File: src/rtl/tpm_pkg.sv
package tpm_pkg;

  typedef struct packed {
    logic pulse;
    logic up;
  } tpm_event_t;

  localparam int unsigned TPM_CHANNELS = 2;

  function automatic logic tpm_rising(input logic prev_v, input logic cur_v);
    return cur_v & ~prev_v;
  endfunction

  function automatic logic tpm_both_moved(input logic pa, input logic pb,
                                          input logic fa, input logic fb);
    return (pa ^ fa) & (pb ^ fb);
  endfunction

endpackage

File: src/rtl/tpm_input_cond.sv
module tpm_input_cond #(
  parameter int unsigned SYNC_STAGES = 2,
  parameter int unsigned FILT_LEN    = 3
) (
  input  logic clk,
  input  logic rst_n,
  input  logic raw_i,
  output logic filt_o
);

  localparam int unsigned SYNC_TOP = SYNC_STAGES - 1;
  localparam int unsigned HIST_TOP = FILT_LEN - 1;

  logic [SYNC_STAGES-1:0] sync_q;
  logic [FILT_LEN-1:0]    hist_q;
  logic                   filt_q;
  logic                   sync_out;

  assign sync_out = sync_q[SYNC_TOP];

  always_ff @(posedge clk or negedge rst_n) begin
    if (!rst_n) begin
      sync_q <= '0;
    end else begin
      sync_q <= {sync_q[SYNC_TOP-1:0], raw_i};
    end
  end

  always_ff @(posedge clk or negedge rst_n) begin
    if (!rst_n) begin
      hist_q <= '0;
      filt_q <= 1'b0;
    end else begin
      hist_q <= {hist_q[HIST_TOP-1:0], sync_out};
      if (&hist_q) begin
        filt_q <= 1'b1;
      end else if (~|hist_q) begin
        filt_q <= 1'b0;
      end
    end
  end

  assign filt_o = filt_q;

  AST_FILT_RISE_QUALIFIED: assert property (@(posedge clk) disable iff (!rst_n)
    $rose(filt_q) |-> $past(sync_out, 2));
  AST_FILT_FALL_QUALIFIED: assert property (@(posedge clk) disable iff (!rst_n)
    $fell(filt_q) |-> !$past(sync_out, 2));

endmodule

File: src/rtl/tpm_edge_decoder.sv
module tpm_edge_decoder
  import tpm_pkg::*;
(
  input  logic       clk,
  input  logic       rst_n,
  input  logic       fa_i,
  input  logic       fb_i,
  output tpm_event_t ev_o,
  output logic       double_step_o
);

  logic pa_q;
  logic pb_q;

  always_ff @(posedge clk or negedge rst_n) begin
    if (!rst_n) begin
      pa_q <= 1'b0;
      pb_q <= 1'b0;
    end else begin
      pa_q <= fa_i;
      pb_q <= fb_i;
    end
  end

  always_comb begin
    double_step_o = tpm_both_moved(pa_q, pb_q, fa_i, fb_i);
    ev_o.pulse    = tpm_rising(pa_q, fa_i) & ~double_step_o;
    ev_o.up       = ~fb_i;
  end

endmodule

File: src/rtl/tpm_accum.sv
module tpm_accum
  import tpm_pkg::*;
#(
  parameter int unsigned ACC_W = 24
) (
  input  logic             clk,
  input  logic             rst_n,
  input  logic             clear_i,
  input  tpm_event_t       ev_i,
  output logic [ACC_W-1:0] count_o,
  output logic             dir_up_o
);

  localparam logic [ACC_W-1:0] ONE = ACC_W'(1);

  logic [ACC_W-1:0] count_q;
  logic             dir_q;

  function automatic logic [ACC_W-1:0] step_count(input logic [ACC_W-1:0] v,
                                                  input logic up);
    return up ? (v + ONE) : (v - ONE);
  endfunction

  always_ff @(posedge clk or negedge rst_n) begin
    if (!rst_n) begin
      count_q <= '0;
      dir_q   <= 1'b1;
    end else begin
      if (clear_i) begin
        count_q <= '0;
      end else if (ev_i.pulse) begin
        count_q <= step_count(count_q, ev_i.up);
      end
      if (ev_i.pulse) begin
        dir_q <= ev_i.up;
      end
    end
  end

  assign count_o  = count_q;
  assign dir_up_o = dir_q;

  AST_COUNT_UP: assert property (@(posedge clk) disable iff (!rst_n)
    (ev_i.pulse && ev_i.up && !clear_i) |=> (count_q == $past(count_q) + ONE));
  AST_COUNT_DOWN: assert property (@(posedge clk) disable iff (!rst_n)
    (ev_i.pulse && !ev_i.up && !clear_i) |=> (count_q == $past(count_q) - ONE));
  AST_CLEAR_WINS: assert property (@(posedge clk) disable iff (!rst_n)
    clear_i |=> (count_q == '0));
  AST_COUNT_IDLE: assert property (@(posedge clk) disable iff (!rst_n)
    (!ev_i.pulse && !clear_i) |=> $stable(count_q));

endmodule

File: src/rtl/tpm_period_timer.sv
module tpm_period_timer #(
  parameter int unsigned PER_W = 16
) (
  input  logic             clk,
  input  logic             rst_n,
  input  logic             pulse_i,
  output logic [PER_W-1:0] period_o,
  output logic             stb_o,
  output logic             stalled_o
);

  localparam logic [PER_W-1:0] CNT_MAX = '1;
  localparam logic [PER_W-1:0] ONE     = PER_W'(1);

  logic [PER_W-1:0] cnt_q;
  logic [PER_W-1:0] per_q;
  logic             stb_q;
  logic             stall_q;
  logic [PER_W-1:0] cnt_next;

  function automatic logic [PER_W-1:0] sat_inc(input logic [PER_W-1:0] v);
    return (v == CNT_MAX) ? v : (v + ONE);
  endfunction

  assign cnt_next = sat_inc(cnt_q);

  always_ff @(posedge clk or negedge rst_n) begin
    if (!rst_n) begin
      cnt_q   <= '0;
      per_q   <= '0;
      stb_q   <= 1'b0;
      stall_q <= 1'b0;
    end else if (pulse_i) begin
      per_q   <= cnt_next;
      cnt_q   <= '0;
      stb_q   <= 1'b1;
      stall_q <= 1'b0;
    end else begin
      cnt_q <= cnt_next;
      stb_q <= 1'b0;
      if (cnt_next == CNT_MAX) begin
        stall_q <= 1'b1;
      end
    end
  end

  assign period_o  = stall_q ? '0 : per_q;
  assign stb_o     = stb_q;
  assign stalled_o = stall_q;

  AST_STB_SINGLE: assert property (@(posedge clk) disable iff (!rst_n)
    stb_q |=> !stb_q);
  AST_PERIOD_HOLD: assert property (@(posedge clk) disable iff (!rst_n)
    !pulse_i |=> $stable(per_q));
  AST_STALL_ZERO: assert property (@(posedge clk) disable iff (!rst_n)
    stall_q |-> (period_o == '0));
  AST_STALL_RELEASE: assert property (@(posedge clk) disable iff (!rst_n)
    stb_q |-> !stall_q);

endmodule

File: src/rtl/turbine_pulse_meter.sv
module turbine_pulse_meter
  import tpm_pkg::*;
#(
  parameter int unsigned SYNC_STAGES = 2,
  parameter int unsigned FILT_LEN    = 3,
  parameter int unsigned ACC_W       = 24,
  parameter int unsigned PER_W       = 16
) (
  input  logic             clk,
  input  logic             rst_n,
  input  logic             clear,
  input  logic             sens_a,
  input  logic             sens_b,
  output logic [ACC_W-1:0] vol_count,
  output logic             dir_up,
  output logic [PER_W-1:0] period,
  output logic             sample_stb,
  output logic             stalled
);

  logic [TPM_CHANNELS-1:0] raw_vec;
  logic [TPM_CHANNELS-1:0] filt_vec;
  tpm_event_t              ev;
  logic                    double_step;

  assign raw_vec = {sens_b, sens_a};

  for (genvar ch = 0; ch < TPM_CHANNELS; ch++) begin : g_chan
    tpm_input_cond #(
      .SYNC_STAGES(SYNC_STAGES),
      .FILT_LEN   (FILT_LEN)
    ) u_cond (
      .clk   (clk),
      .rst_n (rst_n),
      .raw_i (raw_vec[ch]),
      .filt_o(filt_vec[ch])
    );
  end

  tpm_edge_decoder u_dec (
    .clk          (clk),
    .rst_n        (rst_n),
    .fa_i         (filt_vec[0]),
    .fb_i         (filt_vec[1]),
    .ev_o         (ev),
    .double_step_o(double_step)
  );

  tpm_accum #(.ACC_W(ACC_W)) u_acc (
    .clk     (clk),
    .rst_n   (rst_n),
    .clear_i (clear),
    .ev_i    (ev),
    .count_o (vol_count),
    .dir_up_o(dir_up)
  );

  tpm_period_timer #(.PER_W(PER_W)) u_tmr (
    .clk      (clk),
    .rst_n    (rst_n),
    .pulse_i  (ev.pulse),
    .period_o (period),
    .stb_o    (sample_stb),
    .stalled_o(stalled)
  );

  AST_DOUBLE_STEP_SILENT: assert property (@(posedge clk) disable iff (!rst_n)
    double_step |=> !sample_stb);
  AST_STB_ON_A_RISE: assert property (@(posedge clk) disable iff (!rst_n)
    ev.pulse |-> (filt_vec[0] && !$past(filt_vec[0])));
  AST_DIR_FOLLOWS_B: assert property (@(posedge clk) disable iff (!rst_n)
    ev.pulse |=> (dir_up == !$past(filt_vec[1])));

endmodule

File: config.mk
export PLATFORM = sky130hd
export DESIGN_NAME = turbine_pulse_meter
export DESIGN_NICKNAME = d
export VERILOG_FILES = /design/src/rtl/tpm_pkg.sv /design/src/rtl/tpm_input_cond.sv /design/src/rtl/tpm_edge_decoder.sv /design/src/rtl/tpm_accum.sv /design/src/rtl/tpm_period_timer.sv /design/src/rtl/turbine_pulse_meter.sv
export SDC_FILE = /design/constraint.sdc
export NUM_CORES = 1
export LEC_CHECK = 0
export BUFFER_PORTS_ARGS = -buffer_cell sky130_fd_sc_hd__buf_2
export CORE_MARGIN = 2
export CORE_UTILIZATION = 59
export DETAILED_ROUTE_END_ITERATION = 8
export GPL_ROUTABILITY_DRIVEN = 0
export PLACE_DENSITY = 0.78
export SYNTH_ARGS = -nofsm -noshare
export SYNTH_HDL_FRONTEND = slang
export SYNTH_HIERARCHICAL = 1
export SYNTH_SLANG_ARGS = --single-unit
File: constraint.sdc
create_clock -name clk -period 8.7 [get_ports clk]
set_clock_uncertainty 0.15 [all_clocks]
set_input_delay 1.305 -clock clk [delete_from_list [all_inputs] [get_ports clk]]
set_output_delay 1.305 -clock clk [all_outputs]
set_load 0.005 [all_outputs]
## Yosys cells after proc, flatten, opt, wreduce, memory -nomap -nowiden

Index checks and enable logic that the tools add are counted.

- Equal/unequal tests: 4
- Reduce and logical (&&, ||, !) cells: 6
- Add/subtract/negate cells: 3
- Muxes and demuxes: 13
- Bitwise operators: 8

Operators with widths:

| kind | count |
|---|---|
| $mux W24 | 3 |
| $mux W16 | 3 |
| $eq A16 B16 Y1 const B | 2 |
| $add A24 B1 Y24 const B | 1 |
| $sub A24 B1 Y24 const B | 1 |
| $add A16 B1 Y16 const B | 1 |
| $mux W1 | 7 |
| $reduce_and A3 Y1 | 2 |
| $reduce_or A3 Y1 | 2 |
| $ne A2 B1 Y1 const B | 2 |
| $reduce_bool A2 Y1 | 2 |
| $and A1 B1 Y1 | 3 |
| $not A1 Y1 | 3 |
| $xor A1 B1 Y1 | 2 |

- Logic and storage cells: 48
- Input port bits: 5
- Register bits after elaboration: 73
- Output and inout bits: 43

## Depth between registers and ports, before layout

- Depth after elaboration: 6
- Depth in mapped cells: 10
- Depth with buffers taken out: 10

## Hierarchy

Netlist, hierarchy kept.

Modules (own cells, without submodules):

| module | area each (µm²) | seq. area each (µm²) | times used | cells an instance |
|---|---|---|---|---|
| tpm_accum | 2249.7 | 626.9 | 1 | 268 |
| tpm_period_timer | 1815.5 | 850.8 | 1 | 190 |
| tpm_input_cond | 168.9 | 150.1 | 2 | 10 |
| tpm_edge_decoder | 90.1 | 50.0 | 1 | 8 |

## Worst setup path after synthesis

Ideal clock, no wire load.

- Kind: register to register
- Start point: register g_chan[1].u_cond.filt_q
- End point: register u_acc.count_q[23], in the netlist u_acc/count_o[23]
- Stages on the path, launching flop included: 11
- Period minus slack after synthesis: 3.028 ns
- Slack: 5.672 ns
- Data arrival time: 2.753 ns
- Library setup time: 0.125 ns
- Path buffers: 0
- Cells stage by stage: dfrtp_1 > inv_1 > inv_1 > ha_1 > a21oi_1 > o21ai_0 > a221o_1 > a21o_1 > a21oi_2 > mux2i_1 > mux2_2

- Word-level cells in the longest chain between the ends: 5

RTL lines:

| element | RTL line | text |
|---|---|---|
| start: declaration | tpm_input_cond.sv:16 | `logic filt_q;` |
| start signal: assignment | tpm_input_cond.sv:32 | `filt_q <= 1'b0;` |
| start signal: assignment | tpm_input_cond.sv:36 | `filt_q <= 1'b1;` |
| start signal: assignment | tpm_input_cond.sv:38 | `filt_q <= 1'b0;` |
| $xor A1 B1 Y1 | tpm_pkg.sv:16 | `return (pa ^ fa) & (pb ^ fb);` |
| $and A1 B1 Y1 | tpm_pkg.sv:16 |  |
| $not A1 Y1 | tpm_edge_decoder.sv:27 | `ev_o.pulse = tpm_rising(pa_q, fa_i) & ~double_step_o;` |
| $and A1 B1 Y1 | tpm_edge_decoder.sv:27 |  |
| $reduce_bool A2 Y1 (no source line) | -- |  |
| end signal: assignment | tpm_accum.sv:32 | `count_q <= step_count(count_q, ev_i.up);` |
| end: declaration | tpm_accum.sv:16 | `logic [ACC_W-1:0] count_q;` |

Parallel ways exist; a longest one is shown, timed or not. The select of a mux whose other input is x is not followed.
A chain may end at the register's enable or synchronous reset.

## Worst setup path after layout

Same ends and word-level chain as after synthesis.

==> impl_metrics.yaml <==
worst_setup_path:
  worst_setup_path_end_kind: "register"
  reg2reg_from: "g_chan[1].u_cond/filt_o$_DFFE_PN0P_"
  slowest_stage: "inv_1"
  critPathLaunchType: "register"
  critPathTopFamily: "compound AO/OA/AOI/OAI gates"
  cp.required_ns: 8.80
  ff2ff_path_depth: 10
  worstReg2RegEnd: "u_acc/count_o[23]$_DFFE_PN0P_"
  crit_path_frequent_cell: "inv_1"
  cpPeakStageDelay_ns: 0.61
  crit_type: "register to register"
  cp_max_fo: 23
  path_buf_inv: 2
  cp.arrival_ns: 3.55
  crit_path_cell_trace: "inv_1, inv_1, ha_1, a21oi_1, o21ai_0, a221o_1, a21o_1, a21oi_2, mux2i_1, mux2_2"
  r2r_slack_ns: 5.25
power_and_ir_drop:
  ir_drop_mv: 0.134
  leakagePower_nw: 2.41
  p_per_area_nw_per_um2: 258
timing:
  worstMarginPinSlew_ns: 0.912
  slew_headroom_pct: 39.2
  hold-worst-slack_ns: 0.203
  worst_slack_ns: 5.25
  setup_violations: 0
  finalHoldViolCount: 0
  min_period_over_period_pct: 39.6
  slew_violations: 0
  layout_min_cycle_time_ns: 3.45
  fmax_mhz: 290
  fin_tns_setup_ns: 0
  rsz0062_at_grt: "no"
routing:
  viasPerCell: 5.85
  dr.pass1.iters: 5
  route.vias.total: 3678
  wl_mm: 9.79
  wl_per_cell_um: 15.6
  final_antenna_net_count: 0
  drc: 0
  drt_iter0_drc: 272
clock_tree:
  cts_buffers: 9
  cts-root-buf: "clkbuf_8"
  clk_latency_ns: 0.36
  cts_resized: 0
  cts-hold-fix-buffers: 0
  clkSinkCount: 73
  h-tree-depth: 3
  postCtsSetupRepairBufs: 0
  cts_max_path_buffers: 2
  cts_tree: "built"
  path_clk_slew_ns: 0.08
global_route:
  antenna_found_initial: 0
  grt_pass1_vias: 3605
  grt_pass1_wl_mm: 17.0
  grt_max_degree: 74
  grt_util_all_layers_pct: 25.3
  gr-total-overflow: 0
min_path:
  hold_depth: 0
  whs_endpoint: "g_chan[1].u_cond/hist_q[0]$_DFF_PN0_"
  hp-start: "g_chan[1].u_cond/sync_q[1]$_DFF_PN0_"
  min_path_type: "register to register"
status:
  status: "finished, final reports clean"
placement:
  placed_cell_area_um2: 4770
  hpwl_mm: 6.76
  pre_cts_slack_ns: 5.24
  io_buffers: 47
yosys:
  syn_inst: 485
  yosys_warnings: 6
  avgSynthCellArea_um2: 9.26
  synth.cell_area_um2: 4490
  synth_nets: 515
finish:
  syn_to_final_growth_pct: 10.9
  fin_area_um2: 4980
  layout.nets: 555
  postLayoutCoreUtil_pct: 68.3
  drive_gt1_share_pct: 17.2
  num_antenna_cells: 0
floorplanning:
  die_w_um: 91.2
  placementRows: 31
  die-area_um2: 8320
  die_y_um: 91.2
  core_area_um2: 7290
  num_io_pins: 48
  start_util_pct: 61.6
flow_run:
  maxCapViolCount: 0
registers in the layout, summed over array words and instances, names as in the netlist:
| register | flops |
|---|---|
| u_dec/pb_q | 1 |
| u_acc/count_o | 24 |
| u_dec/pa_q | 1 |
| g_chan.u_cond/filt_o | 2 |
| u_acc/dir_up_o | 1 |
| g_chan.u_cond/sync_q | 4 |
| u_tmr/cnt_q | 16 |
| u_tmr/per_q | 16 |
| u_tmr/stb_o | 1 |
| u_tmr/stalled_o | 1 |
| g_chan.u_cond/hist_q | 6 |
area by class of cell:
class	count	area (µm²)
Multi-Input combinational cell	374	2500
Timing Repair Buffer	49	250
Clock inverter	6	75.1
Tap cell	99	124
Inverter	18	67.6
Sequential cell	73	1830
Clock buffer	10	138
Fill cell	600	2310
how the worst max path moves through the flow:
stage               cells past startpoint                           startpoint                            end  slack, ns
finish                                 10  g_chan[1].u_cond/filt_o$_DFFE_PN0P_  u_acc/count_o[23]$_DFFE_PN0P_       5.25
global route                           10  g_chan[1].u_cond/filt_o$_DFFE_PN0P_  u_acc/count_o[23]$_DFFE_PN0P_       4.98
CTS                                    10  g_chan[1].u_cond/filt_o$_DFFE_PN0P_  u_acc/count_o[23]$_DFFE_PN0P_       5.22
detailed placement                     10  g_chan[1].u_cond/filt_o$_DFFE_PN0P_  u_acc/count_o[23]$_DFFE_PN0P_       5.24
global placement                       10  g_chan[1].u_cond/filt_o$_DFFE_PN0P_  u_acc/count_o[23]$_DFFE_PN0P_       5.38
floorplan                              10  g_chan[1].u_cond/filt_o$_DFFE_PN0P_  u_acc/count_o[23]$_DFFE_PN0P_       5.67
per-stage QoR:
step | std cells | power (mW)
floorplan | 485 | 0.849
global placement | 613 | 0.979
detailed placement | 613 | 0.993
CTS | 629 | 1.29
global route | 629 | 1.38
finish | 629 | 1.29
per-layer routing:
layer	vias up	track usage, %	wire, µm
li1	1803	-	-
met1	1763	34.3	4500
met2	98	41.2	4710
met3	14	4.73	439
met4	0	8.46	140
met5	-	0	0
layout by cell type (no fill, tap or decap), types with 2 or more instances in the layout:
master and count:
nand2_1 37, a22o_1 2, and2_1 5, buf_2 47
nand3_1 14, and3_1 6, a21boi_0 2, buf_4 2
dfrtp_1 72, nand2b_1 5, o21ai_0 17, clkinv_4 2
inv_1 18, nor2b_1 17, o21ai_1 4, nor3b_1 3
xor2_1 8, o21a_1 3, a21o_1 12, mux2i_1 13
clkbuf_8 10, nand3b_1 5, a31o_2 2, o21bai_1 2
nor2_1 67, nor3_1 7, xnor2_1 11, nand4_1 8
a21oi_2 2, nand4b_1 3, a221o_1 2, or3_1 2
o211ai_1 3, ha_1 24, a211oi_1 6, o31ai_1 2
a21oi_1 41, and4_1 3, mux2_2 5
power breakdown:
group	switching (mW)	internal (mW)
registers	0.0523	0.405
logic	0.309	0.233
clock network	0.143	0.144
worst reg2reg max path: stages (launching register included):
cell	delay (ns)
dfrtp_1	0.42
inv_1	0.11
inv_1	0.61
ha_1	0.42
a21oi_1	0.29
o21ai_0	0.14
a221o_1	0.30
a21o_1	0.20
a21oi_2	0.15
mux2i_1	0.20
mux2_2	0.34
(Power assumes the default switching activity.)
